===== src/rtl/rle_pkg.sv =====
package rle_pkg;
  localparam int BYTE_W = 8;

  typedef struct packed {
    logic pad;
    logic trig;
  } rle_mark_t;
endpackage


===== src/rtl/rle_run_builder.sv =====
module rle_run_builder #(
  parameter int SAMPLE_W = 16,
  parameter int RUN_W    = 8
) (
  input  logic                clk,
  input  logic                rst,
  input  logic                in_valid,
  input  logic [SAMPLE_W-1:0] in_data,
  output logic                in_ready,
  input  logic                trig_pulse,
  input  logic                flush_pulse,
  output logic                rec_valid,
  input  logic                rec_ready,
  output logic [SAMPLE_W-1:0] rec_val,
  output logic [RUN_W-1:0]    rec_cnt,
  output rle_pkg::rle_mark_t  rec_mark
);
  localparam logic [RUN_W-1:0] RUN_MAX = '1;

  logic [SAMPLE_W-1:0] run_val;
  logic [RUN_W-1:0]    run_cnt;
  logic                trig_p;
  logic                flush_p;
  logic                go;
  logic                take_evt;
  logic                take_smp;
  logic                extend;
  logic                close_s;

  assign go       = !rec_valid || rec_ready;
  assign take_evt = go && (trig_p || flush_p);
  assign in_ready = go && !trig_p && !flush_p;
  assign take_smp = in_valid && in_ready;
  assign extend   = (run_cnt != '0) && (in_data == run_val) && (run_cnt != RUN_MAX);
  assign close_s  = take_smp && (run_cnt != '0) && !extend;

  always_ff @(posedge clk) begin
    if (rst) begin
      run_val   <= '0;
      run_cnt   <= '0;
      trig_p    <= 1'b0;
      flush_p   <= 1'b0;
      rec_valid <= 1'b0;
      rec_val   <= '0;
      rec_cnt   <= '0;
      rec_mark  <= '0;
    end else begin
      trig_p  <= (trig_p && !take_evt) || trig_pulse;
      flush_p <= (flush_p && !take_evt) || flush_pulse;
      if (take_evt) begin
        rec_valid     <= 1'b1;
        rec_val       <= run_val;
        rec_cnt       <= run_cnt;
        rec_mark.pad  <= flush_p;
        rec_mark.trig <= trig_p;
        run_cnt       <= '0;
      end else if (take_smp) begin
        if (close_s) begin
          rec_valid <= 1'b1;
          rec_val   <= run_val;
          rec_cnt   <= run_cnt;
          rec_mark  <= '0;
        end else if (rec_ready) begin
          rec_valid <= 1'b0;
        end
        run_val <= in_data;
        run_cnt <= extend ? run_cnt + 1'b1 : RUN_W'(1);
      end else if (rec_ready) begin
        rec_valid <= 1'b0;
      end
    end
  end


  rec_hold_chk: assert property (@(posedge clk) disable iff (rst)
    rec_valid && !rec_ready |=> rec_valid && $stable(rec_val) && $stable(rec_cnt));


  rec_marker_chk: assert property (@(posedge clk) disable iff (rst)
    rec_valid && (rec_cnt == '0) |-> rec_mark.pad || rec_mark.trig);
endmodule


===== src/rtl/rle_unit_serializer.sv =====
module rle_unit_serializer #(
  parameter int SAMPLE_W      = 16,
  parameter int RUN_W         = 8,
  parameter int RECS_PER_UNIT = 5,
  parameter int SEQ_W         = 8
) (
  input  logic                         clk,
  input  logic                         rst,
  input  logic                         rec_valid,
  output logic                         rec_ready,
  input  logic [SAMPLE_W-1:0]          rec_val,
  input  logic [RUN_W-1:0]             rec_cnt,
  input  rle_pkg::rle_mark_t           rec_mark,
  output logic                         out_valid,
  output logic [rle_pkg::BYTE_W-1:0]   out_data,
  input  logic                         out_ready,
  output logic                         rec_loaded,
  output logic                         trig_seen_now,
  output logic                         byte_sent
);
  localparam int REC_W     = SAMPLE_W + RUN_W;
  localparam int REC_BYTES = REC_W / rle_pkg::BYTE_W;
  localparam int BIDX_W    = (REC_BYTES > 1) ? $clog2(REC_BYTES) : 1;
  localparam int SLOT_W    = (RECS_PER_UNIT > 1) ? $clog2(RECS_PER_UNIT) : 1;
  localparam logic [BIDX_W-1:0] BIDX_LAST = BIDX_W'(REC_BYTES - 1);
  localparam logic [SLOT_W-1:0] SLOT_LAST = SLOT_W'(RECS_PER_UNIT - 1);

  logic [REC_W-1:0]  hold_q;
  logic              hold_v;
  logic [BIDX_W-1:0] bidx;
  logic [SLOT_W-1:0] slot;
  logic [SEQ_W-1:0]  seq_q;
  logic              seq_pend;
  logic              pad_pend;
  logic              push;
  logic              take;
  logic              pad_idle;
  logic              pad_load;

  assign rec_ready     = !hold_v && !seq_pend && !pad_pend;
  assign take          = rec_valid && rec_ready;
  assign pad_idle      = !hold_v && !seq_pend && pad_pend;
  assign pad_load      = pad_idle && (slot != '0);
  assign push          = !out_valid || out_ready;
  assign rec_loaded    = (take && (rec_cnt != '0)) || pad_load;
  assign trig_seen_now = take && rec_mark.trig;
  assign byte_sent     = out_valid && out_ready;

  always_ff @(posedge clk) begin
    if (rst) begin
      hold_q    <= '0;
      hold_v    <= 1'b0;
      bidx      <= '0;
      slot      <= '0;
      seq_q     <= '0;
      seq_pend  <= 1'b0;
      pad_pend  <= 1'b0;
      out_valid <= 1'b0;
      out_data  <= '0;
    end else begin
      if (push) begin
        if (seq_pend) begin
          out_valid <= 1'b1;
          out_data  <= rle_pkg::BYTE_W'(seq_q);
          seq_q     <= seq_q + 1'b1;
          seq_pend  <= 1'b0;
        end else if (hold_v) begin
          out_valid <= 1'b1;
          out_data  <= hold_q[{bidx, 3'b000} +: rle_pkg::BYTE_W];
          if (bidx == BIDX_LAST) begin
            bidx   <= '0;
            hold_v <= 1'b0;
            if (slot == SLOT_LAST) begin
              slot     <= '0;
              seq_pend <= 1'b1;
            end else begin
              slot <= slot + 1'b1;
            end
          end else begin
            bidx <= bidx + 1'b1;
          end
        end else begin
          out_valid <= 1'b0;
        end
      end
      if (take) begin
        if (rec_cnt != '0) begin
          hold_q <= {rec_cnt, rec_val};
          hold_v <= 1'b1;
        end
        if (rec_mark.pad) pad_pend <= 1'b1;
      end else if (pad_load) begin
        hold_q <= '0;
        hold_v <= 1'b1;
      end else if (pad_idle) begin
        pad_pend <= 1'b0;
      end
    end
  end


  out_hold_chk: assert property (@(posedge clk) disable iff (rst)
    out_valid && !out_ready |=> out_valid && $stable(out_data));


  slot_range_chk: assert property (@(posedge clk) disable iff (rst)
    slot <= SLOT_LAST);


  seq_step_chk: assert property (@(posedge clk) disable iff (rst)
    seq_q != $past(seq_q) |-> seq_q == $past(seq_q) + 1'b1);
endmodule


===== src/rtl/rle_tally.sv =====
module rle_tally #(
  parameter int CNT_W = 32
) (
  input  logic             clk,
  input  logic             rst,
  input  logic             rec_loaded,
  input  logic             trig_seen_now,
  input  logic             byte_sent,
  output logic [CNT_W-1:0] total_q,
  output logic [CNT_W-1:0] pre_q,
  output logic [CNT_W-1:0] wpos_q
);
  logic             trig_seen;
  logic [CNT_W-1:0] total_nx;

  assign total_nx = total_q + CNT_W'(rec_loaded);

  always_ff @(posedge clk) begin
    if (rst) begin
      total_q   <= '0;
      pre_q     <= '0;
      wpos_q    <= '0;
      trig_seen <= 1'b0;
    end else begin
      total_q <= total_nx;
      if (!trig_seen) pre_q <= total_nx;
      if (trig_seen_now) trig_seen <= 1'b1;
      if (byte_sent) wpos_q <= wpos_q + 1'b1;
    end
  end


  total_step_chk: assert property (@(posedge clk) disable iff (rst)
    total_q == $past(total_q) || total_q == $past(total_q) + 1'b1);


  pre_freeze_chk: assert property (@(posedge clk) disable iff (rst)
    trig_seen |=> $stable(pre_q));


  wpos_step_chk: assert property (@(posedge clk) disable iff (rst)
    wpos_q == $past(wpos_q) || wpos_q == $past(wpos_q) + 1'b1);
endmodule


===== src/rtl/rle_xfer_packer.sv =====
module rle_xfer_packer #(
  parameter int SAMPLE_W      = 16,
  parameter int RUN_W         = 8,
  parameter int RECS_PER_UNIT = 5,
  parameter int SEQ_W         = 8,
  parameter int CNT_W         = 32
) (
  input  logic                       clk,
  input  logic                       rst,
  input  logic                       smp_valid,
  input  logic [SAMPLE_W-1:0]        smp_data,
  output logic                       smp_ready,
  input  logic                       trig_hit,
  input  logic                       flush_req,
  output logic                       byte_valid,
  output logic [rle_pkg::BYTE_W-1:0] byte_data,
  input  logic                       byte_ready,
  output logic [CNT_W-1:0]           rec_total,
  output logic [CNT_W-1:0]           rec_pretrig,
  output logic [CNT_W-1:0]           wr_bytes
);
  logic               r_valid;
  logic               r_ready;
  logic [SAMPLE_W-1:0] r_val;
  logic [RUN_W-1:0]   r_cnt;
  rle_pkg::rle_mark_t r_mark;
  logic               ld;
  logic               tg;
  logic               bs;

  rle_run_builder #(.SAMPLE_W(SAMPLE_W), .RUN_W(RUN_W)) u_build (
    .clk(clk), .rst(rst),
    .in_valid(smp_valid), .in_data(smp_data), .in_ready(smp_ready),
    .trig_pulse(trig_hit), .flush_pulse(flush_req),
    .rec_valid(r_valid), .rec_ready(r_ready),
    .rec_val(r_val), .rec_cnt(r_cnt), .rec_mark(r_mark)
  );

  rle_unit_serializer #(.SAMPLE_W(SAMPLE_W), .RUN_W(RUN_W),
                        .RECS_PER_UNIT(RECS_PER_UNIT), .SEQ_W(SEQ_W)) u_ser (
    .clk(clk), .rst(rst),
    .rec_valid(r_valid), .rec_ready(r_ready),
    .rec_val(r_val), .rec_cnt(r_cnt), .rec_mark(r_mark),
    .out_valid(byte_valid), .out_data(byte_data), .out_ready(byte_ready),
    .rec_loaded(ld), .trig_seen_now(tg), .byte_sent(bs)
  );

  rle_tally #(.CNT_W(CNT_W)) u_tally (
    .clk(clk), .rst(rst),
    .rec_loaded(ld), .trig_seen_now(tg), .byte_sent(bs),
    .total_q(rec_total), .pre_q(rec_pretrig), .wpos_q(wr_bytes)
  );
endmodule


===== config.mk =====
export PLATFORM = sky130hd
export DESIGN_NAME = rle_xfer_packer
export DESIGN_NICKNAME = d
export VERILOG_FILES = /design/src/rtl/rle_pkg.sv /design/src/rtl/rle_run_builder.sv /design/src/rtl/rle_unit_serializer.sv /design/src/rtl/rle_tally.sv /design/src/rtl/rle_xfer_packer.sv
export SDC_FILE = /design/constraint.sdc
export NUM_CORES = 1
export LEC_CHECK = 0
export BUFFER_PORTS_ARGS = -buffer_cell sky130_fd_sc_hd__buf_2
export CAP_MARGIN = 20
export CORE_ASPECT_RATIO = 0.5
export CORE_MARGIN = 2
export CORE_UTILIZATION = 60
export CTS_CLUSTER_DIAMETER = 30
export DETAILED_ROUTE_END_ITERATION = 6
export GPL_TIMING_DRIVEN = 0
export HOLD_SLACK_MARGIN = 0.1
export PLACE_DENSITY_LB_ADDON = 0.3
export SKIP_LAST_GASP = 1
export SLEW_MARGIN = 20
export SYNTH_ARGS = -nofsm -noshare
export SYNTH_HDL_FRONTEND = slang
export SYNTH_SLANG_ARGS = --single-unit

===== constraint.sdc =====
create_clock -name clk -period 4.7 [get_ports clk]
set_clock_uncertainty 0.1 [all_clocks]
set_input_delay 1.41 -clock clk [delete_from_list [all_inputs] [get_ports clk]]
set_output_delay 1.41 -clock clk [all_outputs]
set_load 0.01 [all_outputs]

==> results.ini <==
[layout]
final_cells = 1314
fin_nets = 1140
diodes = 0
area_delta_synth_final_pct = 17.4
n_fill_cell = 1083
final_util_pct = 72.9
final_area_um2 = 9960
drive_gt1_share_pct = 16.7

[synthesis]
postSynthAreaPerCell_um2 = 8.80
yosysWarnings = 0
yosys-top-cells-area = dfxtp_1 47%, nor2_1 5.7%, xor2_1 5.2%
seq_area_frac_synth_pct = 47.0
syn_nets = 995
ys.flop_type = dfxtp_1
synth_top_cell_by_area = dfxtp_1
yosys_register_bits = 199
syn_inst = 964
ys_types = 56
synthArstFlopShare_pct = 0
synth_top_area_share_pct = 47.0
netlist_area_um2 = 8480
synth_edf_count = 0

[hold_path]
min_from = u_ser.out_data[4]
min_path_type = flip-flop to flip-flop
holdPathEnd = u_ser.out_data[4]
worstHoldPathCells = 2

[place]
gp_congestion = 0.893
dp.cells = 1282
port_buffers = 126
placed_area_um2 = 9360
dpl.hpwl_um = 15900
pre_cts_ws_ns = 0.775

[drt]
vias = 7740
drt_wl_total_um = 22400
drc_errors = 0
via_per_inst = 5.89
initialDrtViolationCount = 535
drtAntennaViolNets = 0
dr.pass1.iters = 5
wire_per_inst_um = 17.0

[status]
status = complete, no violations

[floorplanning]
start_util_pct = 62.1
core-area_um2 = 13700
dieArea_um2 = 15200
die_width_um = 172
die_h_um = 88.1
num_rows = 30
io_pins = 128

[timing]
relSlewSlack_pct = 36.9
max_freq_ghz = 0.248
worst_slew_pin_slew_ns = 0.938
final_hold_viol_count = 0
fin_crit_sh_pct = 85.6
setup-tns-final_ns = 0
setup_viol = 0
whs_ns = 0.354
rsz0062_at_grt = false
fin_crit_ns = 4.03
maxSlewViolCount = 0
layout_setup_ws_ns = 0.675

[flow_run]
drv_cap = 0

[power_and_ir_drop]
p_leak_nw = 3.97
internal-power_mw = 2.52
p_comb_share_pct = 4.7
swShare_pct = 25.4
p_sw_uw = 860
finalPower_mw = 3.38
clkPwrFrac_pct = 44.4
power_frac_seq_pct = 51.0
peakVddDrop_v = 0.000249
p_per_area_nw_per_um2 = 340

[worst_setup_path]
required_ns = 4.93
crit_fanout = 11
crit_type = flip-flop to flip-flop
cpMostUsedCell = clkbuf_1
r2r-start = u_ser.hold_v
ff2ff_path_depth = 11
critPathBufInv = 3
reg2reg_slack_ns = 0.67
cp_data_arrival_time_ns = 4.26
cp_slowest_stage_delay_ns = 0.69
cp_cell_sequence = clkbuf_1 -> nor2_1 -> a21boi_1 -> clkbuf_1 -> ha_1 -> ha_1 -> clkbuf_1 -> nand4_1 -> nor3_1 -> xnor2_1 -> a211oi_1
crit_family = buffers and inverters
r2r_end = u_tally.pre_q[22]
critPathSlowestCell = a21boi_1
start_kind = flip-flop
cp-end-kind = flip-flop

[clocking]
cts_root_buf = clkbuf_16
cts_sinks = 199
insertion_delay_ns = 0.44
cts_tree = yes
path_clk_slew_ns = 0.08
cts_resized = 0
clock_path_buffers = 2
cts_buffers = 17
cts_hold_buf = 0
postCtsSetupBuffers = 0
htree_num_levels = 4

[grt]
grt_pass1_wl_um = 35900
grt_use_total_pct = 29.9
grt_overflow = 0
grt_max_degree = 21
grt_pass1_vias = 7256
antenna_found_initial = 0

-- cell usage in the layout (no fill, tap or decap), types with 20 or more instances in the layout --
| master | instances |
|---|---|
| buf_2 | 136 |
| dfxtp_1 | 199 |
| a211oi_1 | 27 |
| o21ai_0 | 30 |
| a21oi_1 | 46 |
| and3_1 | 21 |
| nand3_1 | 69 |
| nor2_1 | 129 |
| clkbuf_1 | 44 |
| nand2b_1 | 20 |
| o2bb2ai_1 | 21 |
| nand4_1 | 33 |
| xnor2_1 | 22 |
| xor2_1 | 50 |
| nand2_1 | 76 |
-- synthesized netlist by cell type (all sizes together), types with 4 or more instances --
cell,count
nand4,34
mux2,5
dfxtp,199
nand3,69
nor2b,10
clkbuf,44
xnor2,22
a22o,10
nand2b,20
o221ai,6
nand3b,5
ha,9
nor3,14
nor2,129
a32oi,5
xor2,50
and2,5
o21ai,30
a21oi,46
a211oi,27
nor4,12
o211ai,7
nand2,76
or3,7
inv,12
mux2i,12
o2bb2ai,21
and3,21
buf,16
a31o,4
and4,7
-- worst reg2reg max path: cells and delay by family (launching register included) --
kind / cells / cell delay (ns)
AOI/OAI and AO/OA: 2 / 0.98
xor gates and xnor gates: 1 / 0.13
adders and majority gates: 2 / 0.52
buffers and inverters: 3 / 1.16
DFF: 1 / 0.30
and+or+nand+nor: 3 / 0.75
-- registers in the layout, summed over array words and instances (netlist names), 2 cells and up --
register	cells
u_tally.pre_q	32
u_tally.total_q	32
u_tally.wpos_q	32
u_ser.hold_q	24
u_build.rec_val	16
u_build.run_val	16
u_build.rec_cnt	8
u_build.run_cnt	8
u_ser.out_data	8
u_ser.seq_q	8
u_ser.slot	3
u_build.rec_mark	2
u_ser.bidx	2
-- layer usage --
metal | routed length [um] | GRT usage, %
met1 | 10300 | 40.1
met3 | 1530 | 6.33
met2 | 10300 | 49.1
met5 | 0 | 0
met4 | 308 | 9.17
-- worst max-delay path by stage --
| stage | startpoint | end | cells past startpoint |
|---|---|---|---|
| finish | u_ser.hold_v | u_tally.pre_q[22] | 11 |
| global route | u_ser.hold_v | u_tally.pre_q[22] | 11 |
| CTS | u_ser.hold_v | u_tally.pre_q[22] | 11 |
| detailed placement | u_ser.hold_v | u_tally.pre_q[22] | 11 |
| global placement | u_ser.hold_v | u_tally.pre_q[22] | 11 |
| floorplan | u_ser.hold_v | u_tally.pre_q[22] | 11 |
-- logic make-up after synthesis --
family / count (synthesis) / synth area share, %
adders and majority gates: 9 / 1.33
AOI/OAI and AO/OA: 175 / 14.2
muxes: 17 / 2.08
and+or+nand+nor: 420 / 24.5
DFF: 199 / 47.0
buffers and inverters: 72 / 3.42
xor gates and xnor gates: 72 / 7.43
-- layout make-up --
class / count / area (um^2) / area share, %
multi-input combinational: 693 / 4210 / 42.3
sequential: 199 / 3980 / 40.0
timing repair buffer: 126 / 631 / 6.33
clock buffer: 17 / 425 / 4.27
buffer: 60 / 245 / 2.46
tap: 192 / 240 / 2.41
clock inverter: 15 / 181 / 1.82
inverter: 12 / 45.0 / 0.452
-- power by group through the flow --
stage | registers, mW | clock network [mW] | logic (mW)
finish | 1.72 | 1.50 | 0.158
global route | 1.73 | 1.57 | 0.174
CTS | 1.72 | 1.51 | 0.155
detailed placement | 1.76 | 0 | 0.154
global placement | 1.76 | 0 | 0.150
floorplan | 1.76 | 0 | 0.0984
(Power assumes the default switching activity.)
